$ cat config.mk
export PLATFORM = sky130hd
export DESIGN_NAME = sgw_walker
export DESIGN_NICKNAME = d
export VERILOG_FILES = /design/src/rtl/sgw_pkg.sv /design/src/rtl/sgw_beat_calc.sv /design/src/rtl/sgw_user_bank.sv /design/src/rtl/sgw_walker.sv
export SDC_FILE = /design/constraint.sdc
export NUM_CORES = 1
export LEC_CHECK = 0
export BUFFER_PORTS_ARGS = -buffer_cell sky130_fd_sc_hd__buf_2
export CAP_MARGIN = 5
export CORE_MARGIN = 2
export CORE_UTILIZATION = 35
export DETAILED_ROUTE_END_ITERATION = 8
export PLACE_DENSITY_LB_ADDON = 0.3
export SYNTH_ARGS = -nofsm -noshare
export SYNTH_HDL_FRONTEND = slang
export SYNTH_HIERARCHICAL = 1
export SYNTH_SLANG_ARGS = --single-unit
export TNS_END_PERCENT = 100
$ cat constraint.sdc
create_clock -name clk -period 4.35 [get_ports clk]
set_input_delay 0.435 -clock clk [delete_from_list [all_inputs] [get_ports clk]]
set_output_delay 0.435 -clock clk [all_outputs]
set_load 0.05 [all_outputs]
$ cat src/rtl/sgw_pkg.sv
package sgw_pkg;

    localparam int DATA_W = 32;
    localparam int LANES  = DATA_W / 8;

    // Record layout offsets (bytes from the record base)
    localparam logic [7:0] OFS_LINK = 8'h00;
    localparam logic [7:0] OFS_BUF  = 8'h08;
    localparam logic [7:0] OFS_CTRL = 8'h18;
    localparam logic [7:0] OFS_STAT = 8'h1C;
    localparam logic [7:0] OFS_USER = 8'h20;

    // Flag positions inside control and status
    localparam int CTL_EOF_BIT  = 26;
    localparam int CTL_SOF_BIT  = 27;
    localparam int STAT_CPL_BIT = 31;

    typedef enum logic [2:0] {
        ST_IDLE,
        ST_DESC,
        ST_CHECK,
        ST_USER,
        ST_READ,
        ST_EMIT,
        ST_WBACK,
        ST_ADV
    } sgw_state_e;

    // Header word fetched in step idx of ST_DESC
    function automatic logic [7:0] hdr_ofs(input logic [1:0] idx);
        logic [7:0] r;
        unique case (idx)
            2'd0: r = OFS_LINK;
            2'd1: r = OFS_BUF;
            2'd2: r = OFS_CTRL;
            default: r = OFS_STAT;
        endcase
        return r;
    endfunction

endpackage

$ cat src/rtl/sgw_beat_calc.sv
module sgw_beat_calc #(
    parameter int LEN_W  = 23,
    parameter int LANES  = 4,
    parameter int TAKE_W = $clog2(LANES) + 1
) (
    input  logic [LEN_W-1:0]  left_i,
    output logic [LANES-1:0]  keep_o,
    output logic              final_o,
    output logic [TAKE_W-1:0] take_o
);

    // One lane is valid for each byte still left, filled from lane 0 up
    generate
        for (genvar i = 0; i < LANES; i++) begin : g_lane
            assign keep_o[i] = (left_i > LEN_W'(i));
        end
    endgenerate

    assign final_o = (left_i <= LEN_W'(LANES));
    assign take_o  = final_o ? left_i[TAKE_W-1:0] : TAKE_W'(LANES);

endmodule

$ cat src/rtl/sgw_user_bank.sv
module sgw_user_bank #(
    parameter int USER_N = 6,
    parameter int WORD_W = 32,
    parameter int IDX_W  = (USER_N > 1) ? $clog2(USER_N) : 1
) (
    input  logic                     clk,
    input  logic                     rst_n,
    input  logic                     wr_en_i,
    input  logic [IDX_W-1:0]         wr_idx_i,
    input  logic [WORD_W-1:0]        wr_data_i,
    output logic [USER_N*WORD_W-1:0] words_o
);

    generate
        for (genvar i = 0; i < USER_N; i++) begin : g_word
            logic [WORD_W-1:0] word_q;
            always_ff @(posedge clk) begin
                if (!rst_n) begin
                    word_q <= '0;
                end else if (wr_en_i && (wr_idx_i == IDX_W'(i))) begin
                    word_q <= wr_data_i;
                end
            end
            assign words_o[i*WORD_W +: WORD_W] = word_q;
        end
    endgenerate

endmodule

$ cat src/rtl/sgw_walker.sv
module sgw_walker
    import sgw_pkg::*;
#(
    parameter int ADDR_W = 32,
    parameter int LEN_W  = 23,
    parameter int USER_N = 6,
    parameter int POS_W  = 16
) (
    input  logic                     clk,
    input  logic                     rst_n,
    input  logic                     start_i,
    input  logic                     run_en_i,
    input  logic                     idle_i,
    input  logic [ADDR_W-1:0]        cur_ptr_i,
    input  logic [ADDR_W-1:0]        tail_ptr_i,
    output logic [ADDR_W-1:0]        cur_ptr_o,
    output logic                     cur_ptr_we_o,
    output logic                     set_idle_o,
    output logic                     done_o,
    output logic [POS_W-1:0]         pkt_bytes_o,
    output logic [USER_N*DATA_W-1:0] user_o,
    output logic                     mem_req_o,
    output logic                     mem_we_o,
    output logic [ADDR_W-1:0]        mem_addr_o,
    output logic [DATA_W-1:0]        mem_wdata_o,
    input  logic                     mem_ack_i,
    input  logic [DATA_W-1:0]        mem_rdata_i,
    output logic                     m_tvalid_o,
    input  logic                     m_tready_i,
    output logic [DATA_W-1:0]        m_tdata_o,
    output logic [LANES-1:0]         m_tkeep_o,
    output logic                     m_tlast_o
);

    localparam int IDX_W  = (USER_N > 1) ? $clog2(USER_N) : 1;
    localparam int TAKE_W = $clog2(LANES) + 1;

    sgw_state_e state_q, state_d;

    logic [1:0]        hdr_idx_q;
    logic [IDX_W-1:0]  usr_idx_q;
    logic [ADDR_W-1:0] cur_q;
    logic [ADDR_W-1:0] link_q;
    logic [ADDR_W-1:0] buf_q;
    logic [LEN_W-1:0]  len_q;
    logic [LEN_W-1:0]  left_q;
    logic              sof_q;
    logic              eof_q;
    logic              cpl_q;
    logic [DATA_W-1:0] beat_q;
    logic [POS_W-1:0]  pos_q;

    logic [LANES-1:0]  keep_w;
    logic              final_w;
    logic [TAKE_W-1:0] take_w;
    logic              launch_w;
    logic              at_tail_w;
    logic              usr_last_w;
    logic              usr_wr_w;

    assign launch_w   = start_i && run_en_i && !idle_i;
    assign at_tail_w  = (cur_q == tail_ptr_i);
    assign usr_last_w = (usr_idx_q == IDX_W'(USER_N - 1));
    assign usr_wr_w   = (state_q == ST_USER) && mem_ack_i;

    sgw_beat_calc #(
        .LEN_W (LEN_W),
        .LANES (LANES)
    ) u_calc (
        .left_i  (left_q),
        .keep_o  (keep_w),
        .final_o (final_w),
        .take_o  (take_w)
    );

    sgw_user_bank #(
        .USER_N (USER_N),
        .WORD_W (DATA_W)
    ) u_user (
        .clk       (clk),
        .rst_n     (rst_n),
        .wr_en_i   (usr_wr_w),
        .wr_idx_i  (usr_idx_q),
        .wr_data_i (mem_rdata_i),
        .words_o   (user_o)
    );

    // State register
    always_ff @(posedge clk) begin
        if (!rst_n) begin
            state_q <= ST_IDLE;
        end else begin
            state_q <= state_d;
        end
    end

    // Next state
    always_comb begin
        state_d = state_q;
        unique case (state_q)
            ST_IDLE: begin
                if (launch_w) state_d = ST_DESC;
            end
            ST_DESC: begin
                if (mem_ack_i && (hdr_idx_q == 2'd3)) state_d = ST_CHECK;
            end
            ST_CHECK: begin
                if (cpl_q)              state_d = ST_IDLE;
                else if (sof_q)         state_d = ST_USER;
                else if (len_q == '0)   state_d = ST_WBACK;
                else                    state_d = ST_READ;
            end
            ST_USER: begin
                if (mem_ack_i && usr_last_w)
                    state_d = (len_q == '0) ? ST_WBACK : ST_READ;
            end
            ST_READ: begin
                if (mem_ack_i) state_d = ST_EMIT;
            end
            ST_EMIT: begin
                if (m_tready_i) state_d = final_w ? ST_WBACK : ST_READ;
            end
            ST_WBACK: begin
                if (mem_ack_i) state_d = ST_ADV;
            end
            ST_ADV: begin
                state_d = at_tail_w ? ST_IDLE : ST_DESC;
            end
            default: state_d = ST_IDLE;
        endcase
    end

    // Walk datapath
    always_ff @(posedge clk) begin
        if (!rst_n) begin
            hdr_idx_q <= '0;
            usr_idx_q <= '0;
            cur_q     <= '0;
            link_q    <= '0;
            buf_q     <= '0;
            len_q     <= '0;
            left_q    <= '0;
            sof_q     <= 1'b0;
            eof_q     <= 1'b0;
            cpl_q     <= 1'b0;
            beat_q    <= '0;
            pos_q     <= '0;
        end else begin
            unique case (state_q)
                ST_IDLE: begin
                    if (launch_w) begin
                        cur_q     <= cur_ptr_i;
                        hdr_idx_q <= '0;
                    end
                end
                ST_DESC: begin
                    if (mem_ack_i) begin
                        hdr_idx_q <= hdr_idx_q + 2'd1;
                        unique case (hdr_idx_q)
                            2'd0: link_q <= mem_rdata_i[ADDR_W-1:0];
                            2'd1: buf_q  <= mem_rdata_i[ADDR_W-1:0];
                            2'd2: begin
                                len_q  <= mem_rdata_i[LEN_W-1:0];
                                left_q <= mem_rdata_i[LEN_W-1:0];
                                sof_q  <= mem_rdata_i[CTL_SOF_BIT];
                                eof_q  <= mem_rdata_i[CTL_EOF_BIT];
                            end
                            default: cpl_q <= mem_rdata_i[STAT_CPL_BIT];
                        endcase
                    end
                end
                ST_CHECK: begin
                    usr_idx_q <= '0;
                    if (!cpl_q && sof_q) pos_q <= '0;
                end
                ST_USER: begin
                    if (mem_ack_i) usr_idx_q <= usr_idx_q + IDX_W'(1);
                end
                ST_READ: begin
                    if (mem_ack_i) beat_q <= mem_rdata_i;
                end
                ST_EMIT: begin
                    if (m_tready_i) begin
                        left_q <= left_q - LEN_W'(take_w);
                        buf_q  <= buf_q + ADDR_W'(LANES);
                        pos_q  <= pos_q + POS_W'(take_w);
                    end
                end
                ST_ADV: begin
                    cur_q     <= link_q;
                    hdr_idx_q <= '0;
                end
                default: ;
            endcase
        end
    end

    // Outputs decoded from the registered state
    always_comb begin
        mem_req_o    = 1'b0;
        mem_we_o     = 1'b0;
        mem_addr_o   = '0;
        mem_wdata_o  = '0;
        m_tvalid_o   = 1'b0;
        m_tlast_o    = 1'b0;
        cur_ptr_we_o = 1'b0;
        set_idle_o   = 1'b0;
        done_o       = 1'b0;
        unique case (state_q)
            ST_DESC: begin
                mem_req_o  = 1'b1;
                mem_addr_o = cur_q + ADDR_W'(hdr_ofs(hdr_idx_q));
            end
            ST_CHECK: begin
                set_idle_o = cpl_q;
            end
            ST_USER: begin
                mem_req_o  = 1'b1;
                mem_addr_o = cur_q + ADDR_W'(OFS_USER) + (ADDR_W'(usr_idx_q) << 2);
            end
            ST_READ: begin
                mem_req_o  = 1'b1;
                mem_addr_o = buf_q;
            end
            ST_EMIT: begin
                m_tvalid_o = 1'b1;
                m_tlast_o  = eof_q && final_w;
            end
            ST_WBACK: begin
                mem_req_o   = 1'b1;
                mem_we_o    = 1'b1;
                mem_addr_o  = cur_q + ADDR_W'(OFS_STAT);
                mem_wdata_o = DATA_W'(len_q);
                mem_wdata_o[STAT_CPL_BIT] = 1'b1;
            end
            ST_ADV: begin
                cur_ptr_we_o = 1'b1;
                done_o       = eof_q;
                set_idle_o   = at_tail_w;
            end
            default: ;
        endcase
    end

    assign cur_ptr_o   = link_q;
    assign pkt_bytes_o = pos_q;
    assign m_tdata_o   = beat_q;
    assign m_tkeep_o   = keep_w;

    // Checks beside the logic they guard
    AST_REQ_HELD: assert property (@(posedge clk) disable iff (!rst_n)
        mem_req_o && !mem_ack_i |=> mem_req_o && $stable(mem_addr_o)
                                    && $stable(mem_we_o) && $stable(mem_wdata_o));

    AST_BEAT_HELD: assert property (@(posedge clk) disable iff (!rst_n)
        m_tvalid_o && !m_tready_i |=> m_tvalid_o && $stable(m_tdata_o)
                                      && $stable(m_tkeep_o) && $stable(m_tlast_o));

    AST_KEEP_PACKED: assert property (@(posedge clk) disable iff (!rst_n)
        m_tvalid_o |-> (m_tkeep_o inside {4'h1, 4'h3, 4'h7, 4'hF}));

    AST_STOP_QUIET: assert property (@(posedge clk) disable iff (!rst_n)
        set_idle_o |=> !mem_req_o && !m_tvalid_o && !set_idle_o);

    AST_DONE_SINGLE: assert property (@(posedge clk) disable iff (!rst_n)
        done_o |=> !done_o);

    AST_DONE_WITH_PTR: assert property (@(posedge clk) disable iff (!rst_n)
        done_o |-> cur_ptr_we_o);

endmodule

# Word level (Yosys, flattened, before mapping)
# Cells that the tools add are included.
# totals
elab_cells,140
in_bits,103
out_inout_bits,347
regBits,393
# classes
n_eq_ne,27
reduce_logical,37
bitwise,1
n_addsub,9
muxes,42
order_cmp,5
# ops
operator,n
$mux 32,5
$pmux 32 s2,2
$pmux 32 s4,1
$mux 23,3
$gt 23x1->1 const B,2
$gt 23x2->1 const B,2
$pmux 23 s2,1
$add 32x3->32 const B,1
$add 32x5->32,1
$add 32x5->32 const B,1
$add 32x6->32 const B,1
$add 32x8->32,1
$eq 32x32->1,1
$mux 16,2
$pmux 16 s2,1
$mux 3,10
$pmux 3 s8,1
$le 23x3->1 const B,1
$logic_not 23->1,1
$sub 23x3->23,1
$ne 2x2->1 const B,10
$eq 3x3->1 const B,6
$add 16x3->16,1
$pmux 5 s3,1
other kinds (26),64

# Logic depth before layout (Yosys ltp)
# Gate-level depths: netlist of the first run.
# logic_depth
word_depth,5
mapped_depth,12
ltp_nobuf,10

# Cells and area by module
# The synthesis of the first run kept the hierarchy.
# by_module_without_submodules
mod,instances,seq_area_each_um2,area_each_um2,cells_per_inst
sgw_walker,1,4023.9,11970.2,1583
sgw_user_bank,1,3843.7,6966.7,661
sgw_beat_calc,1,0.0,118.9,18

# Worst setup path after synthesis of the first run
# No wires, ideal clock.
# synth_timing
path_type,register to output
startpoint,register state_q[2]
endpoint,output port mem_addr_o[22]
arrival_ns,3.150
stages_incl_launch_ff,12
setup_slack_ns,0.765
t_required_ns,3.915
n_path_buf,2
path_cell_list,dfxtp_1 buf_2 nand3b_1 inv_1 or3_1 ha_1 a21oi_1 nand2b_1 clkbuf_1 nor3_1 xnor2_1 o221ai_1
# synth_via
elab_chain_len,2
elab_cells_between_ends,5
cone_classes,eq/ne (4); mux (1)
# synth_lines
element,line,rtl
start: declaration,sgw_walker.sv:38,"sgw_state_e state_q, state_d;"
start signal: assignment,sgw_walker.sv:93,state_q <= state_d;
$eq 3x3->1 (tied with other cells),sgw_walker.sv:209,unique case (state_q)
$pmux 32 s4 (*),sgw_walker.sv:209,
end: declaration,sgw_walker.sv:24,"output logic [ADDR_W-1:0] mem_addr_o,"
# Mark *: on every way between the ends. The rest lies on a longest branch, timed or not.

# Worst setup path in the final report of the first run
# layout_timing
startpoint,register hdr_idx_q[0]
endpoint,output port mem_addr_o[28]
# layout_via
elab_chain_len,5
elab_cells_between_ends,7
cone_classes,add/sub (1); eq/ne (2); mux (3); reduce/logical (1)
# layout_lines
element,line,rtl
start: declaration,sgw_walker.sv:40,logic [1:0] hdr_idx_q;
start signal: assignment,sgw_walker.sv:158,hdr_idx_q <= hdr_idx_q + 2'd1;
$eq 2x2->1 (tied with other cells),sgw_pkg.sv:32,unique case (idx)
$pmux 5 s3 (*),sgw_pkg.sv:32,
$mux 8 (*),sgw_walker.sv:209,
$add 32x8->32 (*),sgw_walker.sv:212,mem_addr_o = cur_q + ADDR_W'(hdr_ofs(hdr_idx_q));
$pmux 32 s4 (*),sgw_walker.sv:209,
# Mark *: on every way between the ends. The rest lies on a longest branch, timed or not. The select of a mux whose other input is x is not followed.

==> impl_metrics.json, run 1 <==
{
  "place_hpwl_um": 55100,
  "synth-xor-area-share": 0.0313,
  "antenna_cells": 0,
  "drt_iter0_markers": 1628,
  "slew_headroom": 0.243,
  "synthArstFlopShare": 0,
  "hold_depth": 3,
  "synth_edf_count": 0,
  "crit_arrival_ns": 3.76,
  "hold_viol_final": 0,
  "die_w_um": 237,
  "cts_tree": "done",
  "h-tree-depth": 2,
  "dp_worst_setup_slack_ns": 0.605,
  "netSwitchingPower_mw": 2.08,
  "overflow": 0,
  "grt_antenna_before_repair": 1,
  "rsz0062_at_grt": "false",
  "portBuffers": 441,
  "synth_top_area_share": 0.413,
  "grt_pass1_vias": 17498,
  "synth-simple-area-share": 0.218,
  "insertion_delay_ns": 0.58,
  "status": "completed",
  "netSwitchingFraction": 0.256,
  "r2r_cells": 11,
  "synth-compound-area-share": 0.146,
  "ys_top_cells_by_count": "nand2_1, dfxtp_1, mux2i_1",
  "cts.sinks": 393,
  "finalCritPeriodShare": 0.965,
  "fin_tns_setup_ns": 0,
  "ctsResizeCount": 0,
  "yosysTopAreaCell": "dfxtp_1",
  "p_leak_nw": 10.4,
  "worst_hold_path.endpoint": "cur_ptr_o[24]$_SDFFE_PN0P_",
  "viasPerCell": 5.58,
  "reg2reg_slack_ns": 0.52,
  "timing.fmax_mhz": 238,
  "yosysUniqueCellTypes": 79,
  "ys.flop_type": "dfxtp_1",
  "drt-pass1-iter-count": 6,
  "peakVddDrop_uv": 246,
  "p_int_mw": 6.03,
  "place_congestion": 0.929,
  "p_per_area_nw_per_um2": 349,
  "power_frac_seq": 0.454,
  "nets": 2749,
  "synth_area_um2": 19100,
  "worstMarginPinSlew_ns": 1.14,
  "syn_to_final_growth_pct": 21.8,
  "design.core.area_um2": 53800,
  "yosys-top-cells-area": "dfxtp_1, mux2i_1, nand2_1",
  "skew_ns": 0.0134,
  "drc": 0,
  "synth.area.mux_share": 0.123,
  "setup_viol": 0,
  "die_area_um2": 56300,
  "wl_met3_um": 6280,
  "critical_path_class": "reg2out",
  "period_needed_ns": 4.20,
  "placedCellCount": 3271,
  "grt_use_total": 0.260,
  "synthAdderAreaFrac": 0.0173,
  "max_cap_viol_count": 0,
  "ios": 450,
  "cts_hold_buffers": 0,
  "wl_per_cell_um": 22.7,
  "cts_buffers": 45,
  "slew_violations": 0,
  "synth_warnings": 6,
  "timing.rr.end": "left_q[22]$_SDFFE_PN0P_",
  "combPwrFrac": 0.072,
  "start_util": 0.354,
  "fin_ws_ns": 0.152,
  "drt-total-wl_um": 76100,
  "clockBufferDepth": 3,
  "rows": 85,
  "top_layer": "met4",
  "drive_gt1_frac": 0.221,
  "hp-start": "mem_rdata_i[24]",
  "cts.root.buffer_cell": "clkbuf_16",
  "grt_max_degree": 126,
  "nFillCells": 5424,
  "dieHeight_um": 237,
  "p_clk_frac": 0.474,
  "startpoint_type": "flip-flop",
  "crit_fanout": 15,
  "fin_cells": 3352,
  "wl_met2_um": 35600,
  "wl_met1_um": 31100,
  "reg2reg_from": "left_q[17]$_SDFFE_PN0P_",
  "end_kind": "output pin",
  "postCtsSetupRepairBufs": 0,
  "path_clk_slew_ns": 0.06,
  "antenna_left": 0,
  "hold_path_class": "in2reg",
  "avgSynthCellArea_um2": 8.42,
  "synth_seq_cells": 393,
  "cp.required_ns": 3.91,
  "synthCells": 2262,
  "yosysSeqAreaShare": 0.413,
  "post-synth-top-count-cell": "nand2_1",
  "grt_pass1_wl_um": 112000,
  "num_vias": 18705,
  "synth_top_family_by_area": "simple AND/OR/NAND/NOR gates"
}
==> per-stage QoR <==
stage	hold WS (ns)	utilization	power, mW	instance area, um2
floorplan	0.431	-	4.09	19100
global placement	0.441	0.404	4.34	21700
detailed placement	0.443	0.404	4.34	21700
CTS	0.154	0.431	8.20	23200
global route	0.181	0.431	8.39	23200
finish	0.191	0.431	8.11	23200
==> power by group through the flow <==
stage               Clock, mW  Sequential (mW)  Combinational [mW]
floorplan                   0             3.76               0.324
global route             4.09             3.68               0.622
finish                   3.84             3.68               0.586
CTS                      3.94             3.68               0.584
global placement            0             3.76               0.577
detailed placement          0             3.76               0.581
==> cell usage in the layout, fill, tap and decap left out, types with 15 or more instances in the layout <==
cell	synthesis	layout
xor2_1	15	15
dfxtp_1	393	393
nand2b_1	15	15
a21oi_1	165	165
nand4_1	35	35
nand2_1	498	496
xnor2_1	53	53
ha_1	20	20
buf_4	25	51
nor2_1	93	93
nand3_1	51	51
nor3_1	35	35
o21ai_0	55	54
and2_1	41	41
a211oi_1	45	45
buf_2	22	439
and3_1	21	21
a31oi_1	17	17
mux2i_1	235	235
clkbuf_16	0	45
a21o_1	17	17
inv_1	28	27
nor4_1	26	26
==> area by class of cell <==
cell class / count / area (um2) / share of cell area
Clock buffer: 64 / 1280 / 0.0550
Clock inverter: 17 / 205 / 0.00884
Inverter: 29 / 114 / 0.00491
Multi-Input combinational cell: 1660 / 10200 / 0.441
Sequential cell: 393 / 7870 / 0.339
Tap cell: 696 / 871 / 0.0375
Timing Repair Buffer: 493 / 2630 / 0.113
==> cells by family after synthesis <==
kind of cell / count (synthesis)
compound gates: 433
xor+xnor: 68
fa+ha+maj: 24
buf+inv: 216
flops: 393
mux: 235
other cells: 1
simple gates: 892
==> state kept, by name, indices dropped and copies added, names as in the netlist, 2 cells and up <==
signal	count
buf_q	32
cur_ptr_o	32
cur_q	32
hdr_idx_q	2
left_q	23
len_q	23
m_tdata_o	32
pkt_bytes_o	16
state_q	3
u_user/g_word.word_q	192
usr_idx_q	3
==> critical path: stages, from the launching register on <==
cell,delay (ns)
dfxtp_1,0.40
inv_1,0.10
ha_1,0.26
or3_1,0.39
ha_1,0.36
a21oi_1,0.14
nand2b_1,0.16
buf_4,0.19
or4_1,0.52
a311o_1,0.33
o21ai_1,0.15
buf_12,0.17
==> routing by layer <==
layer  track usage  vias to the layer above
met4        0.0980                        0
li1              -                     8669
met1         0.330                     9005
met2         0.434                      856
met3        0.0545                      175
met5             0                        -
==> worst max path at each step <==
stage | depth (start not counted) | slack, ns | start | endpoint
6_report | 11 | 0.15 | hdr_idx_q[0]$_SDFFE_PN0P_ | mem_addr_o[28]
5_1_grt | 11 | 0.01 | hdr_idx_q[0]$_SDFFE_PN0P_ | mem_addr_o[28]
4_1_cts | 11 | 0.15 | hdr_idx_q[0]$_SDFFE_PN0P_ | mem_addr_o[28]
3_5_place_dp | 11 | 0.60 | left_q[17]$_SDFFE_PN0P_ | left_q[22]$_SDFFE_PN0P_
3_3_place_gp | 11 | 0.66 | left_q[20]$_SDFFE_PN0P_ | left_q[22]$_SDFFE_PN0P_
2_1_floorplan | 11 | 0.76 | state_q[2]$_SDFFE_PN0P_ | mem_addr_o[22]
Note: power is estimated with default switching activity, not from simulation.
==> run 2: changes to the inputs <==
==> constraint.sdc (replaced) <==
create_clock -name clk -period 4.4 [get_ports clk]
set_input_delay 0.44 -clock clk [delete_from_list [all_inputs] [get_ports clk]]
set_output_delay 0.44 -clock clk [all_outputs]
set_load 0.05 [all_outputs]
==> run 2 against run 1 <==
Compared with the run above:
- flip-flop and latch count unchanged
- core utilization decreased by 0.077 points
- total power decreased by 2.3%
- register-to-register slack improved by 0.27 ns
- combinational power decreased by 1%
- final area decreased by 0.18%
==> impl_metrics.json, run 2 (same netlist as run 1, synthesis figures left out) <==
{
  "period_needed_ns": 4.24,
  "drc": 0,
  "crit_buf_inv": 3,
  "antenna_cells": 0,
  "syn_to_final_growth_pct": 21.6,
  "critical_path_class": "reg2out",
  "antenna_left": 0,
  "place_area_um2": 21700,
  "h-tree-depth": 2,
  "cts.sinks": 393,
  "slew_violations": 0,
  "nFillCells": 5417,
  "final_cell_mix": "nand2_1, buf_2, dfxtp_1",
  "wl_per_cell_um": 22.9,
  "drt-pass1-iter-count": 5,
  "cts_buffers": 45,
  "status": "completed",
  "grt_pass1_wl_um": 113000,
  "worstMarginPinSlew_ns": 1.18,
  "path_cells": "inv_1 -> ha_1 -> or3_1 -> ha_1 -> a21oi_1 -> nand2b_1 -> buf_4 -> or4_1 -> a311o_1 -> o21ai_1 -> buf_2",
  "insertion_delay_ns": 0.58,
  "largest_reg_flops": 192,
  "cts_hold_buffers": 0,
  "crit_fanout": 15,
  "reg2reg_slack_ns": 0.79,
  "crit_arrival_ns": 3.80,
  "nets": 2748,
  "timing.fmax_mhz": 236,
  "slew_headroom": 0.215,
  "grt_antenna_before_repair": 1,
  "cp_common_cell": "ha_1",
  "drive_gt1_frac": 0.220,
  "die_w_um": 237,
  "sequential_cell_area_um2": 7870,
  "regMostFlops": "u_user/g_word.word_q",
  "max_cap_viol_count": 0,
  "dieHeight_um": 237,
  "p_leak_nw": 10.4,
  "portBuffers": 441,
  "ios": 450,
  "finalCritPeriodShare": 0.963,
  "final_common_cell": "nand2_1",
  "cts_tree": "done",
  "fin_cells": 3350,
  "drt_iter0_markers": 1599,
  "grt_pass1_vias": 17262,
  "rsz0062_at_grt": "false",
  "die_area_um2": 56300,
  "hold_path_class": "in2reg",
  "viasPerCell": 5.53,
  "drt-total-wl_um": 76600,
  "grt_use_total": 0.263,
  "setup_viol": 0,
  "end_kind": "output pin",
  "cp_top_family": "simple AND/OR/NAND/NOR gates",
  "path_clk_slew_ns": 0.06,
  "num_vias": 18529,
  "cts.root.buffer_cell": "clkbuf_16",
  "skew_ns": 0.0144,
  "final_area_um2": 23200,
  "peakVddDrop_uv": 231,
  "cpMaxStageDelayCell": "or4_1",
  "multiInputGateArea_um2": 10200,
  "rows": 85,
  "startpoint_type": "flip-flop",
  "p_per_area_nw_per_um2": 342,
  "placedCellCount": 3270,
  "design.core.area_um2": 53800,
  "max_stage_delay_ns": 0.51,
  "cp.required_ns": 3.96,
  "clockBufferDepth": 3,
  "hold_viol_final": 0,
  "overflow": 0,
  "fin_tns_setup_ns": 0,
  "place_congestion": 0.933,
  "place_hpwl_um": 55600,
  "start_util": 0.354,
  "grt_max_degree": 113,
  "fin_util": 0.431
}
-- run 2: path summary, 6_finish.rpt --
check / start / depth (start not counted) / to
worst max register to register: left_q[20]$_SDFFE_PN0P_ / 10 / left_q[22]$_SDFFE_PN0P_
worst min register to register: m_tdata_o[1]$_SDFFE_PN0P_ / 2 / m_tdata_o[1]$_SDFFE_PN0P_
worst max-delay path: hdr_idx_q[0]$_SDFFE_PN0P_ / 11 / mem_addr_o[28]
worst min-delay path: mem_rdata_i[23] / 3 / m_tdata_o[23]$_SDFFE_PN0P_
-- run 2: tightest hold or removal path, stage by stage --
cell and delay [ns]:
buf_2 0.16, nand2_1 0.07, a21oi_1 0.05
-- run 2: per-stage QoR --
stage	worst slack [ns]	power [mW]	hold slack, ns
6_report	0.161	7.93	0.198
5_1_grt	0.00269	8.21	0.171
4_1_cts	0.156	8.01	0.160
3_5_place_dp	0.788	4.30	0.443
3_3_place_gp	0.840	4.29	0.440
2_1_floorplan	0.810	4.04	0.431
-- run 2: routing by layer --
layer / share of wire / up-vias / routed length (um) / track usage
met1: 0.42 / 8933 / 32000 / 0.340
met4: 0.040 / 0 / 3070 / 0.101
li1: - / 8645 / - / -
met3: 0.074 / 172 / 5650 / 0.0531
met2: 0.47 / 779 / 35900 / 0.431
met5: 0 / - / 0 / 0
-- run 2: layout make-up --
cell class              count  share of cell area
repair buffers            492               0.113
clock buffers              64              0.0543
clock inverters            16             0.00837
well taps                 696              0.0376
inverters                  29             0.00491
multi-input cells        1660               0.442
flip-flops and latches    393               0.340
-- run 2: power by group --
group / total [mW] / switching [mW] / internal (mW)
Clock: 3.71 / 1.58 / 2.13
Combinational: 0.580 / 0.419 / 0.162
Sequential: 3.64 / 0.0528 / 3.59
-- run 2: timing repair --
action,4_1_cts,5_1_grt
resized for setup,0,1
setup endpoints to repair,0,2
setup buffers,0,0
==> run 3: changes to the inputs <==
--- a/config.mk
+++ b/config.mk
@@ -7,6 +7,7 @@
 export LEC_CHECK = 0
 export BUFFER_PORTS_ARGS = -buffer_cell sky130_fd_sc_hd__buf_2
 export CAP_MARGIN = 5
+export CORE_ASPECT_RATIO = 0.8
 export CORE_MARGIN = 2
 export CORE_UTILIZATION = 35
 export DETAILED_ROUTE_END_ITERATION = 8
==> run 3 against run 2 <==
Compared with the run above:
- setup slack improved by 0.017 ns
- total power up 1.0%
- register-to-register slack lost 0.45 ns
- hold slack improved by 0.012 ns
- fmax up 0.41%
- die area barely moved
- non-clock buffer count is 10 lower
- clock skew grew 0.021 ns
- routed wire length decreased by 3.8%
- flip-flop and latch count unchanged
==> impl_metrics.json, run 3 (same netlist as run 1, synthesis figures left out) <==
{
  "place_congestion": 0.916,
  "drt-pass1-iter-count": 5,
  "peakVddDrop_uv": 258,
  "wl_per_cell_um": 22.1,
  "cts_buffers": 42,
  "cp_top_family": "simple AND/OR/NAND/NOR gates",
  "viasPerCell": 5.52,
  "max_cap_viol_count": 0,
  "reg2reg_from": "left_q[11]$_SDFFE_PN0P_",
  "final_area_um2": 23200,
  "die_w_um": 265,
  "dieHeight_um": 213,
  "crit_arrival_ns": 3.78,
  "setup_viol": 0,
  "hold_viol_final": 0,
  "end_kind": "output pin",
  "hp-start": "cur_ptr_i[8]",
  "nets": 2735,
  "grt_pass1_vias": 17194,
  "h-tree-depth": 2,
  "critical_path_class": "reg2out",
  "overflow": 0,
  "grt_use_total": 0.250,
  "crit_start": "hdr_idx_q[0]$_SDFFE_PN0P_",
  "start_util": 0.354,
  "drt_iter0_markers": 1520,
  "startpoint_type": "flip-flop",
  "crit_fanout": 15,
  "period_needed_ns": 4.22,
  "cpMaxStageDelayCell": "or4_1",
  "grt_max_degree": 153,
  "p_leak_nw": 10.4,
  "cts.sinks": 393,
  "path_cells": "inv_1 -> ha_1 -> or3_1 -> ha_1 -> a21oi_1 -> nand2b_1 -> buf_4 -> or4_1 -> a311o_1 -> o21ai_1 -> clkbuf_4",
  "insertion_delay_ns": 0.59,
  "drc": 0,
  "cts_hold_buffers": 0,
  "clockBufferDepth": 3,
  "cp_common_cell": "ha_1",
  "num_vias": 18454,
  "antenna_left": 0,
  "die_area_um2": 56300,
  "grt_antenna_before_repair": 2,
  "path_clk_slew_ns": 0.06,
  "slew_violations": 0,
  "drt-total-wl_um": 73700,
  "drive_gt1_frac": 0.220,
  "skew_ns": 0.0354,
  "hold_path_class": "in2reg",
  "finalCritPeriodShare": 0.960,
  "fin_tns_setup_ns": 0,
  "regMostFlops": "u_user/g_word.word_q",
  "timing.fmax_mhz": 237,
  "p_per_area_nw_per_um2": 346,
  "ios": 450,
  "max_stage_delay_ns": 0.52,
  "largest_reg_flops": 192,
  "place_hpwl_um": 53000,
  "finalPower_mw": 8.01,
  "final_common_cell": "nand2_1",
  "grt_pass1_wl_um": 108000,
  "portBuffers": 441,
  "fin_util": 0.430,
  "place_area_um2": 21700,
  "hold-worst-slack_ns": 0.210,
  "status": "completed",
  "slew_headroom": 0.251,
  "final_cell_mix": "nand2_1, buf_2, dfxtp_1",
  "design.core.area_um2": 53800,
  "rsz0062_at_grt": "false",
  "cp.required_ns": 3.96,
  "worstMarginPinSlew_ns": 1.12,
  "syn_to_final_growth_pct": 21.5,
  "crit_buf_inv": 3,
  "ctsResizeCount": 0,
  "rows": 76,
  "cts_tree": "done",
  "cts.root.buffer_cell": "clkbuf_16",
  "postCtsSetupRepairBufs": 0
}
run 3: changes by cell type in the layout (fill, tap and decap cells not counted), moves of 3 or more:
cell        delta
clkbuf_1      -10
buf_4          -9
clkbuf_8       +7
clkbuf_16      -3
clkinvlp_4     +3
run 3: through the flow:
stage,std cells,worst slack [ns]
2_1_floorplan,2269,0.810
4_1_cts,3342,0.153
3_5_place_dp,3266,0.492
3_3_place_gp,3266,0.652
5_1_grt,3342,0.0173
6_report,3343,0.178
run 3: power by group:
part	total [mW]	switching [mW]	internal, mW	leakage, nW
combinational	0.551	0.396	0.155	6.48
sequential	3.65	0.0648	3.59	3.17
clock	3.81	1.60	2.21	0.721
run 3: layout make-up:
| cell class | instances | area [um2] |
|---|---|---|
| clock buffers | 57 | 1230 |
| flip-flops and latches | 393 | 7870 |
| inverters | 29 | 111 |
| multi-input cells | 1660 | 10300 |
| diodes | 1 | 2.50 |
| well taps | 702 | 878 |
| clock inverters | 19 | 260 |
| fillers | 5389 | 30700 |
| repair buffers | 482 | 2540 |
run 3: final timing paths:
kind,endpoint,slack [ns],depth (start not counted)
max,mem_addr_o[28],0.18,11
min,cur_q[8]$_SDFFE_PN0P_,0.21,3
max reg2reg,left_q[22]$_SDFFE_PN0P_,0.34,11
min reg2reg,u_user/g_word[0].word_q[29]$_SDFFE_PN0P_,0.45,2
run 3: layer usage:
layer | share of wire | track usage
met5 | 0 | 0
met4 | 0.028 | 0.0785
met3 | 0.068 | 0.0457
met2 | 0.46 | 0.406
met1 | 0.44 | 0.337
run 3: worst min-delay path, stage by stage:
cell and delay (ns):
buf_2 0.10, mux2i_1 0.12, a211oi_1 0.08
